File: config.mk
export PLATFORM = sky130hd
export DESIGN_NAME = ac97_reg_ctrl
export DESIGN_NICKNAME = d
export VERILOG_FILES = /design/src/rtl/ac97_rac_pkg.sv /design/src/rtl/ac97_rst_sync.sv /design/src/rtl/ac97_slot_pack.sv /design/src/rtl/ac97_stat_match.sv /design/src/rtl/ac97_frame_timer.sv /design/src/rtl/ac97_reg_ctrl.sv
export SDC_FILE = /design/constraint.sdc
export NUM_CORES = 1
export LEC_CHECK = 0
export ABC_CLOCK_PERIOD_IN_PS = 10500
export BUFFER_PORTS_ARGS = -buffer_cell sky130_fd_sc_hd__buf_4
export CAP_MARGIN = 20
export CORE_MARGIN = 4
export CORE_UTILIZATION = 42
export DETAILED_ROUTE_END_ITERATION = 6
export PLACE_DENSITY = 0.77
export SYNTH_ARGS = -nofsm -noshare
export SYNTH_HDL_FRONTEND = slang
export SYNTH_SLANG_ARGS = --single-unit
File: constraint.sdc
create_clock -name clk -period 10.5 [get_ports clk]
set_clock_uncertainty 0.15 [all_clocks]
set_input_delay 1.575 -clock clk [delete_from_list [all_inputs] [get_ports clk]]
set_output_delay 1.575 -clock clk [all_outputs]
set_load 0.02 [all_outputs]
File: src/rtl/ac97_rac_pkg.sv
package ac97_rac_pkg;
  localparam int SLOT_W = 20;
  localparam int TAG_W  = 16;
  localparam int IDX_W  = 7;
  localparam int VAL_W  = 16;
  localparam int VAL_LO = SLOT_W - VAL_W;
  localparam int IDX_LO = 12;
  // tag slot bit positions
  localparam int TAG_FRM  = 15;
  localparam int TAG_CMDA = 14;
  localparam int TAG_CMDD = 13;

  typedef enum logic [1:0] {
    ST_IDLE = 2'd0,
    ST_SEND = 2'd1,
    ST_WAIT = 2'd2
  } rac_state_e;
endpackage

File: src/rtl/ac97_rst_sync.sv
module ac97_rst_sync (
  input  logic clk,
  input  logic rst_n,
  output logic rst_q
);
  logic s0_q;

  always_ff @(posedge clk or negedge rst_n) begin
    if (!rst_n) begin
      s0_q  <= 1'b0;
      rst_q <= 1'b0;
    end else begin
      s0_q  <= 1'b1;
      rst_q <= s0_q;
    end
  end
endmodule

File: src/rtl/ac97_slot_pack.sv
module ac97_slot_pack
  import ac97_rac_pkg::*;
(
  input  logic                is_read,
  input  logic [IDX_W-1:0]    idx,
  input  logic [VAL_W-1:0]    wval,
  output logic [TAG_W-1:0]    tag,
  output logic [SLOT_W-1:0]   addr_slot,
  output logic [SLOT_W-1:0]   data_slot
);
  always_comb begin
    tag                = '0;
    tag[TAG_FRM]       = 1'b1;
    tag[TAG_CMDA]      = 1'b1;
    tag[TAG_CMDD]      = ~is_read;
    addr_slot          = '0;
    addr_slot[SLOT_W-1] = is_read;
    addr_slot[IDX_LO +: IDX_W] = idx;
    data_slot          = '0;
    if (!is_read) data_slot[VAL_LO +: VAL_W] = wval;
  end
endmodule

File: src/rtl/ac97_stat_match.sv
module ac97_stat_match
  import ac97_rac_pkg::*;
(
  input  logic              rx_strobe,
  input  logic [TAG_W-1:0]  rx_tag,
  input  logic [SLOT_W-1:0] rx_stat_addr,
  input  logic [SLOT_W-1:0] rx_stat_data,
  input  logic [IDX_W-1:0]  want_idx,
  output logic              hit,
  output logic [VAL_W-1:0]  value
);
  logic unused_bits;

  assign hit   = rx_strobe && rx_tag[TAG_CMDA] &&
                 (rx_stat_addr[IDX_LO +: IDX_W] == want_idx);
  assign value = rx_stat_data[VAL_LO +: VAL_W];
  assign unused_bits = ^{rx_tag[TAG_W-1:TAG_CMDA+1], rx_tag[TAG_CMDA-1:0],
                         rx_stat_addr[SLOT_W-1], rx_stat_addr[IDX_LO-1:0],
                         rx_stat_data[VAL_LO-1:0]};
endmodule

File: src/rtl/ac97_frame_timer.sv
module ac97_frame_timer #(
  parameter int W = 8
) (
  input  logic         clk,
  input  logic         rst_q,
  input  logic         clr,
  input  logic         tick,
  input  logic [W-1:0] limit,
  output logic         last
);
  logic [W-1:0] cnt_q, cnt_n;
  logic [W:0]   cnt_inc;

  assign cnt_inc = {1'b0, cnt_q} + {{W{1'b0}}, 1'b1};
  assign last    = cnt_inc >= {1'b0, limit};

  always_comb begin
    cnt_n = cnt_q;
    if (clr)       cnt_n = '0;
    else if (tick) cnt_n = cnt_inc[W-1:0];
  end

  always_ff @(posedge clk or negedge rst_q) begin
    if (!rst_q) cnt_q <= '0;
    else if (clr || tick) cnt_q <= cnt_n;
  end
endmodule

File: src/rtl/ac97_reg_ctrl.sv
module ac97_reg_ctrl
  import ac97_rac_pkg::*;
#(
  parameter int TMO_W = 8
) (
  input  logic              clk,
  input  logic              rst_n,
  input  logic              relink,
  input  logic [7:0]        host_idx,
  input  logic [15:0]       host_wdata,
  input  logic              host_rd_req,
  input  logic              host_wr_req,
  input  logic [TMO_W-1:0]  timeout_frames,
  output logic              busy,
  output logic              ready,
  output logic              done,
  output logic              err,
  output logic [15:0]       rdata,
  input  logic              frame_strobe,
  output logic [15:0]       tx_tag,
  output logic [19:0]       tx_cmd_addr,
  output logic [19:0]       tx_cmd_data,
  input  logic              rx_strobe,
  input  logic [15:0]       rx_tag,
  input  logic [19:0]       rx_stat_addr,
  input  logic [19:0]       rx_stat_data
);
  logic rst_q;

  rac_state_e         st_q, st_n;
  logic [IDX_W-1:0]   idx_q, idx_n;
  logic [VAL_W-1:0]   wval_q, wval_n;
  logic               rd_q, rd_n;
  logic               init_q, init_n;
  logic               done_q, done_n, err_q, err_n;
  logic [VAL_W-1:0]   rdata_q, rdata_n;
  logic [TAG_W-1:0]   tag_q, tag_n, pk_tag;
  logic [SLOT_W-1:0]  ca_q, ca_n, cd_q, cd_n, pk_ca, pk_cd;
  logic               hit, tmr_clr, tmr_tick, tmr_last;
  logic [VAL_W-1:0]   hit_val;

  ac97_rst_sync u_rst (.clk(clk), .rst_n(rst_n), .rst_q(rst_q));

  ac97_slot_pack u_pack (
    .is_read(rd_q), .idx(idx_q), .wval(wval_q),
    .tag(pk_tag), .addr_slot(pk_ca), .data_slot(pk_cd)
  );

  ac97_stat_match u_match (
    .rx_strobe(rx_strobe), .rx_tag(rx_tag), .rx_stat_addr(rx_stat_addr),
    .rx_stat_data(rx_stat_data), .want_idx(idx_q),
    .hit(hit), .value(hit_val)
  );

  assign tmr_clr  = (st_q == ST_SEND) && frame_strobe;
  assign tmr_tick = (st_q == ST_WAIT) && frame_strobe;

  ac97_frame_timer #(.W(TMO_W)) u_tmr (
    .clk(clk), .rst_q(rst_q), .clr(tmr_clr), .tick(tmr_tick),
    .limit(timeout_frames), .last(tmr_last)
  );

  // next-state logic
  always_comb begin
    st_n    = st_q;
    idx_n   = idx_q;
    wval_n  = wval_q;
    rd_n    = rd_q;
    init_n  = init_q;
    done_n  = 1'b0;
    err_n   = 1'b0;
    rdata_n = rdata_q;
    tag_n   = tag_q;
    ca_n    = ca_q;
    cd_n    = cd_q;

    if (frame_strobe) begin
      tag_n = '0;
      ca_n  = '0;
      cd_n  = '0;
    end

    unique case (st_q)
      ST_IDLE: begin
        if (host_rd_req) begin
          idx_n = host_idx[IDX_W-1:0];
          rd_n  = 1'b1;
          st_n  = ST_SEND;
        end else if (host_wr_req && !host_idx[IDX_W]) begin
          idx_n  = host_idx[IDX_W-1:0];
          wval_n = host_wdata;
          rd_n   = 1'b0;
          st_n   = ST_SEND;
        end
      end
      ST_SEND: begin
        if (frame_strobe) begin
          tag_n = pk_tag;
          ca_n  = pk_ca;
          cd_n  = pk_cd;
          if (rd_q) begin
            st_n = ST_WAIT;
          end else begin
            done_n = 1'b1;
            st_n   = ST_IDLE;
          end
        end
      end
      ST_WAIT: begin
        if (hit) begin
          if (!init_q) begin
            rdata_n = hit_val;
            done_n  = 1'b1;
          end
          init_n = 1'b0;
          st_n   = ST_IDLE;
        end else if (tmr_tick && tmr_last) begin
          err_n  = !init_q;
          init_n = 1'b0;
          st_n   = ST_IDLE;
        end
      end
      default: st_n = ST_IDLE;
    endcase

    if (relink) begin
      st_n    = ST_SEND;
      idx_n   = '0;
      rd_n    = 1'b1;
      init_n  = 1'b1;
      done_n  = 1'b0;
      err_n   = 1'b0;
      rdata_n = rdata_q;
    end
  end

  // registers
  always_ff @(posedge clk or negedge rst_q) begin
    if (!rst_q) begin
      st_q    <= ST_SEND;
      idx_q   <= '0;
      wval_q  <= '0;
      rd_q    <= 1'b1;
      init_q  <= 1'b1;
      done_q  <= 1'b0;
      err_q   <= 1'b0;
      rdata_q <= '0;
      tag_q   <= '0;
      ca_q    <= '0;
      cd_q    <= '0;
    end else begin
      st_q    <= st_n;
      idx_q   <= idx_n;
      wval_q  <= wval_n;
      rd_q    <= rd_n;
      init_q  <= init_n;
      done_q  <= done_n;
      err_q   <= err_n;
      rdata_q <= rdata_n;
      tag_q   <= tag_n;
      ca_q    <= ca_n;
      cd_q    <= cd_n;
    end
  end

  assign busy        = (st_q != ST_IDLE);
  assign ready       = ~init_q;
  assign done        = done_q;
  assign err         = err_q;
  assign rdata       = rdata_q;
  assign tx_tag      = tag_q;
  assign tx_cmd_addr = ca_q;
  assign tx_cmd_data = cd_q;
endmodule

==> impl_table.tex <==
\begin{tabular}{lr}
\hline
Metric & Value \\
\hline
\multicolumn{2}{l}{\textbf{Run status}} \\
Run status & complete, no violations \\
\multicolumn{2}{l}{\textbf{Synth}} \\
Instance count of the mapped netlist & slightly above 400 \\
Number of storage elements in the synthesis netlist & 110 \\
Summed instance area of the synthesized netlist & between 0.004 and 0.005 sq mm \\
Fraction of registers with async set/reset & between 90\% and 100\% \\
Yosys warning count & 0 \\
Top FF cell, synth & dfrtp\_1 \\
Count of cell types in the netlist & 51 \\
Mean post-synth cell area & $\sim$12 sq um \\
Number of flops mapped to enable cells by yosys & 0 \\
Part of the Yosys area used for sequential elements & between 50\% and 60\% \\
Synth Net Count & 510 \\
Top cells by area, synth & dfrtp\_1 57\%, mux2\_2 5.3\%, nor2b\_1 4.3\% \\
Fraction of post-synthesis cell area in the top cell type by area & 57.2\% \\
Library cell occupying the most area in the post-synthesis netlist & dfrtp\_1 \\
\multicolumn{2}{l}{\textbf{Die}} \\
Floorplan row count & 38 \\
Die Span Y & 114 um \\
Standard cell core area & around 0.011 sq mm \\
Initial core utilization & a little over two fifths \\
Die area & around 0.013 sq mm \\
Die Span X & 114 um \\
I/O pin count & approximately 170 \\
\multicolumn{2}{l}{\textbf{Worst setup path}} \\
Biggest fanout along the worst timing path & 4 \\
Kind of critical path & flop to output port \\
Signal arrival time at the worst endpoint & roughly 1.5 ns \\
Type of origin of the critical path & flop \\
Required time of the critical path & 8.78 ns \\
Crit end category & output port \\
\multicolumn{2}{l}{\textbf{GRT}} \\
First-pass GRT wire length & 17.6 mm \\
Aggregate global-route resource usage & 17.0\% \\
Total grt overflow & 0 \\
Number of antenna violations at the first check in global routing & 0 \\
Pin count of the biggest net entering global routing & 61 \\
Number of global-route vias before repair & between 3000 and 4000 \\
\multicolumn{2}{l}{\textbf{Drt}} \\
Routed vias & between 3000 and 4000 \\
Via density & $\sim$4.9 \\
Count of routing violations after the opening detailed-route iteration & 156 \\
Total DRC errors in the routed layout & 0 \\
Antenna-violating nets left & 0 \\
Avg WL per Cell & 15.4 um \\
Total length of routed wires & around 11 mm \\
DR pass1 iterations & 5 \\
\multicolumn{2}{l}{\textbf{Final layout}} \\
Proportion of layout cells with a drive suffix above 1 & a little under two fifths \\
Final core utilization & 55.7\% \\
Post-layout nets & 647 \\
Number of standard cells in the final layout excluding fillers & around 700 \\
Most frequent standard cell in the layout excluding fill and tap cells & buf\_4 \\
Most frequent cells in the layout & 141 x buf\_4, 106 x dfrtp\_1, 44 x nand2\_1 \\
Diode insertion count for antenna repair & 0 \\
Fill count & 961 \\
Synth-to-layout area growth & 29.4\% \\
\multicolumn{2}{l}{\textbf{Power}} \\
Power per Cell Area & about 160 mW/mm\^{}2 \\
Total leakage power & 0.00306 uW \\
Maximum ir drop on the vdd rail & approximately 85 uV \\
Power Total & between 900 and 1000 uW \\
\multicolumn{2}{l}{\textbf{Clock network}} \\
Hold bufs inserted after CTS & 0 \\
H-tree lvl count & 3 \\
Total CTS buffers & 9 \\
Clock tree from TritonCTS & yes \\
Number of setup buffers added after CTS & 0 \\
Number of gates given a new drive strength after cts & 0 \\
Cell chosen for the clock root & clkbuf\_8 \\
CTS clock-pin slew for the worst setup and hold paths & around 0.10 ns \\
Later-pin clock latency in the skew report & 0.37 ns \\
Number of buffers on the longest clock path & 2 \\
Sinks on the clock net & between 100 and 150 \\
\multicolumn{2}{l}{\textbf{Placed design}} \\
Post-Place Setup Slack & $\sim$6.9 ns \\
Inst Count DP & between 600 and 700 \\
Count of input and output buffers & between 100 and 150 \\
Weighted congestion reported at the end of routability-driven placement & 0.821 \\
Post-detailed-placement half-perimeter wirelength & 7.74 mm \\
\multicolumn{2}{l}{\textbf{STA}} \\
Fmax & between 0.3 and 0.4 GHz \\
Final setup viols & 0 \\
Final Critical Period & 3.23 ns \\
Max Slew Vio Count & 0 \\
Final Hold Fails & 0 \\
Crit path setup slack, layout & just over 7 ns \\
Ratio of final minimum period to clock period & a little under a third \\
Unrepaired setup endpoints after global routing & false \\
Worst rel slew slack & 45.6\% \\
Measured slew at the worst slew-check pin & about 0.81 ns \\
Final setup TNS & 0 ns \\
\multicolumn{2}{l}{\textbf{Worst hold path}} \\
Worst Hold Class & flop to async pin \\
\multicolumn{2}{l}{\textbf{Flow run}} \\
Max-capacitance violation count & 0 \\
\hline
\end{tabular}
## worst max-delay path, stage by stage (launching register included)
cell and delay [ns]:
dfstp_2 0.57, inv_1 0.06, ha_1 0.25, inv_1 0.10, buf_4 0.15
## routing by layer
| layer | wire length (um) | vias to the layer above | global-route usage (%) |
|---|---|---|---|
| met5 | 0 | - | 0 |
| li1 | - | 1606 | - |
| met2 | 5310 | 103 | 28.3 |
| met4 | 144 | 0 | 5.37 |
| met1 | 4310 | 1658 | 21.0 |
| met3 | 790 | 14 | 5.46 |
## Yosys cell counts, types with 2 or more instances
master and number:
xor2_1 2, a41oi_1 2, a211oi_1 2, nand2b_1 10, nor2b_4 2, o22ai_1 2, nor2_1 10, mux2_2 22
dfstp_2 3, nand3_1 6, xnor2_1 8, ha_1 12, a221oi_1 2, nor2b_1 32, o21ai_1 2, clkbuf_1 12
inv_1 39, and3_1 2, o21a_1 2, o21ai_0 34, mux2_4 10, a21oi_1 3, nand2_1 44, and2_1 2
a22o_1 6, dfrtp_1 107
## through the flow
stage | area (sq um) | hold WS [ns]
finish | 6060 | 0.218
global route | 6060 | 0.229
CTS | 6060 | 0.219
detailed placement | 5850 | 0.195
global placement | 5850 | 0.186
floorplan | 4680 | 0.181
## where the power goes
part / internal, uW / total, uW / leakage, uW / switching (uW)
Combinational: 90.4 / 187 / 0.00149 / 96.2
Clock: 113 / 260 / 0.0000986 / 147
Sequential: 477 / 512 / 0.00148 / 35.0
Total: 680 / 958 / 0.00306 / 278
## cell families (layout without fill, tap and decap cells)
logic type | count (synthesis) | after routing | synth area share, %
xor gates and xnor gates | 10 | 10 | 1.87
buffers and inverters | 54 | 196 | 4.60
DFF | 110 | 110 | 58.9
adders and majority gates | 12 | 12 | 3.21
and+or+nand+nor | 117 | 117 | 13.7
muxes | 32 | 32 | 8.50
other | 1 | 1 | 0.0801
AOI/OAI and AO/OA | 67 | 67 | 9.24
## final cells by class
type,count,area [sq um],area share [%]
Clock inverter,7,83.8,1.38
Tap cell,140,175,2.89
Timing Repair Buffer,141,1060,17.5
Multi-Input combinational cell,239,1710,28.2
Inverter,39,146,2.42
Sequential cell,110,2760,45.6
Clock buffer,9,124,2.04
## worst paths after layout
path                                  endpoint  cells past startpoint  slack (ns)            from
worst min-delay path            tx_cmd_addr[7]                      0        0.22     u_rst.rst_q
worst max-delay path                      busy                      4        7.27         st_q[0]
worst min register to register  tx_cmd_addr[7]                      0        0.22     u_rst.rst_q
worst max register to register         st_q[1]                     10        7.63  u_tmr.cnt_q[2]
min in group clk                   u_rst.rst_q                      0        0.22      u_rst.s0_q
max in group asynchronous            async pin                      1        8.84     u_rst.rst_q
(Power assumes the default switching activity.)
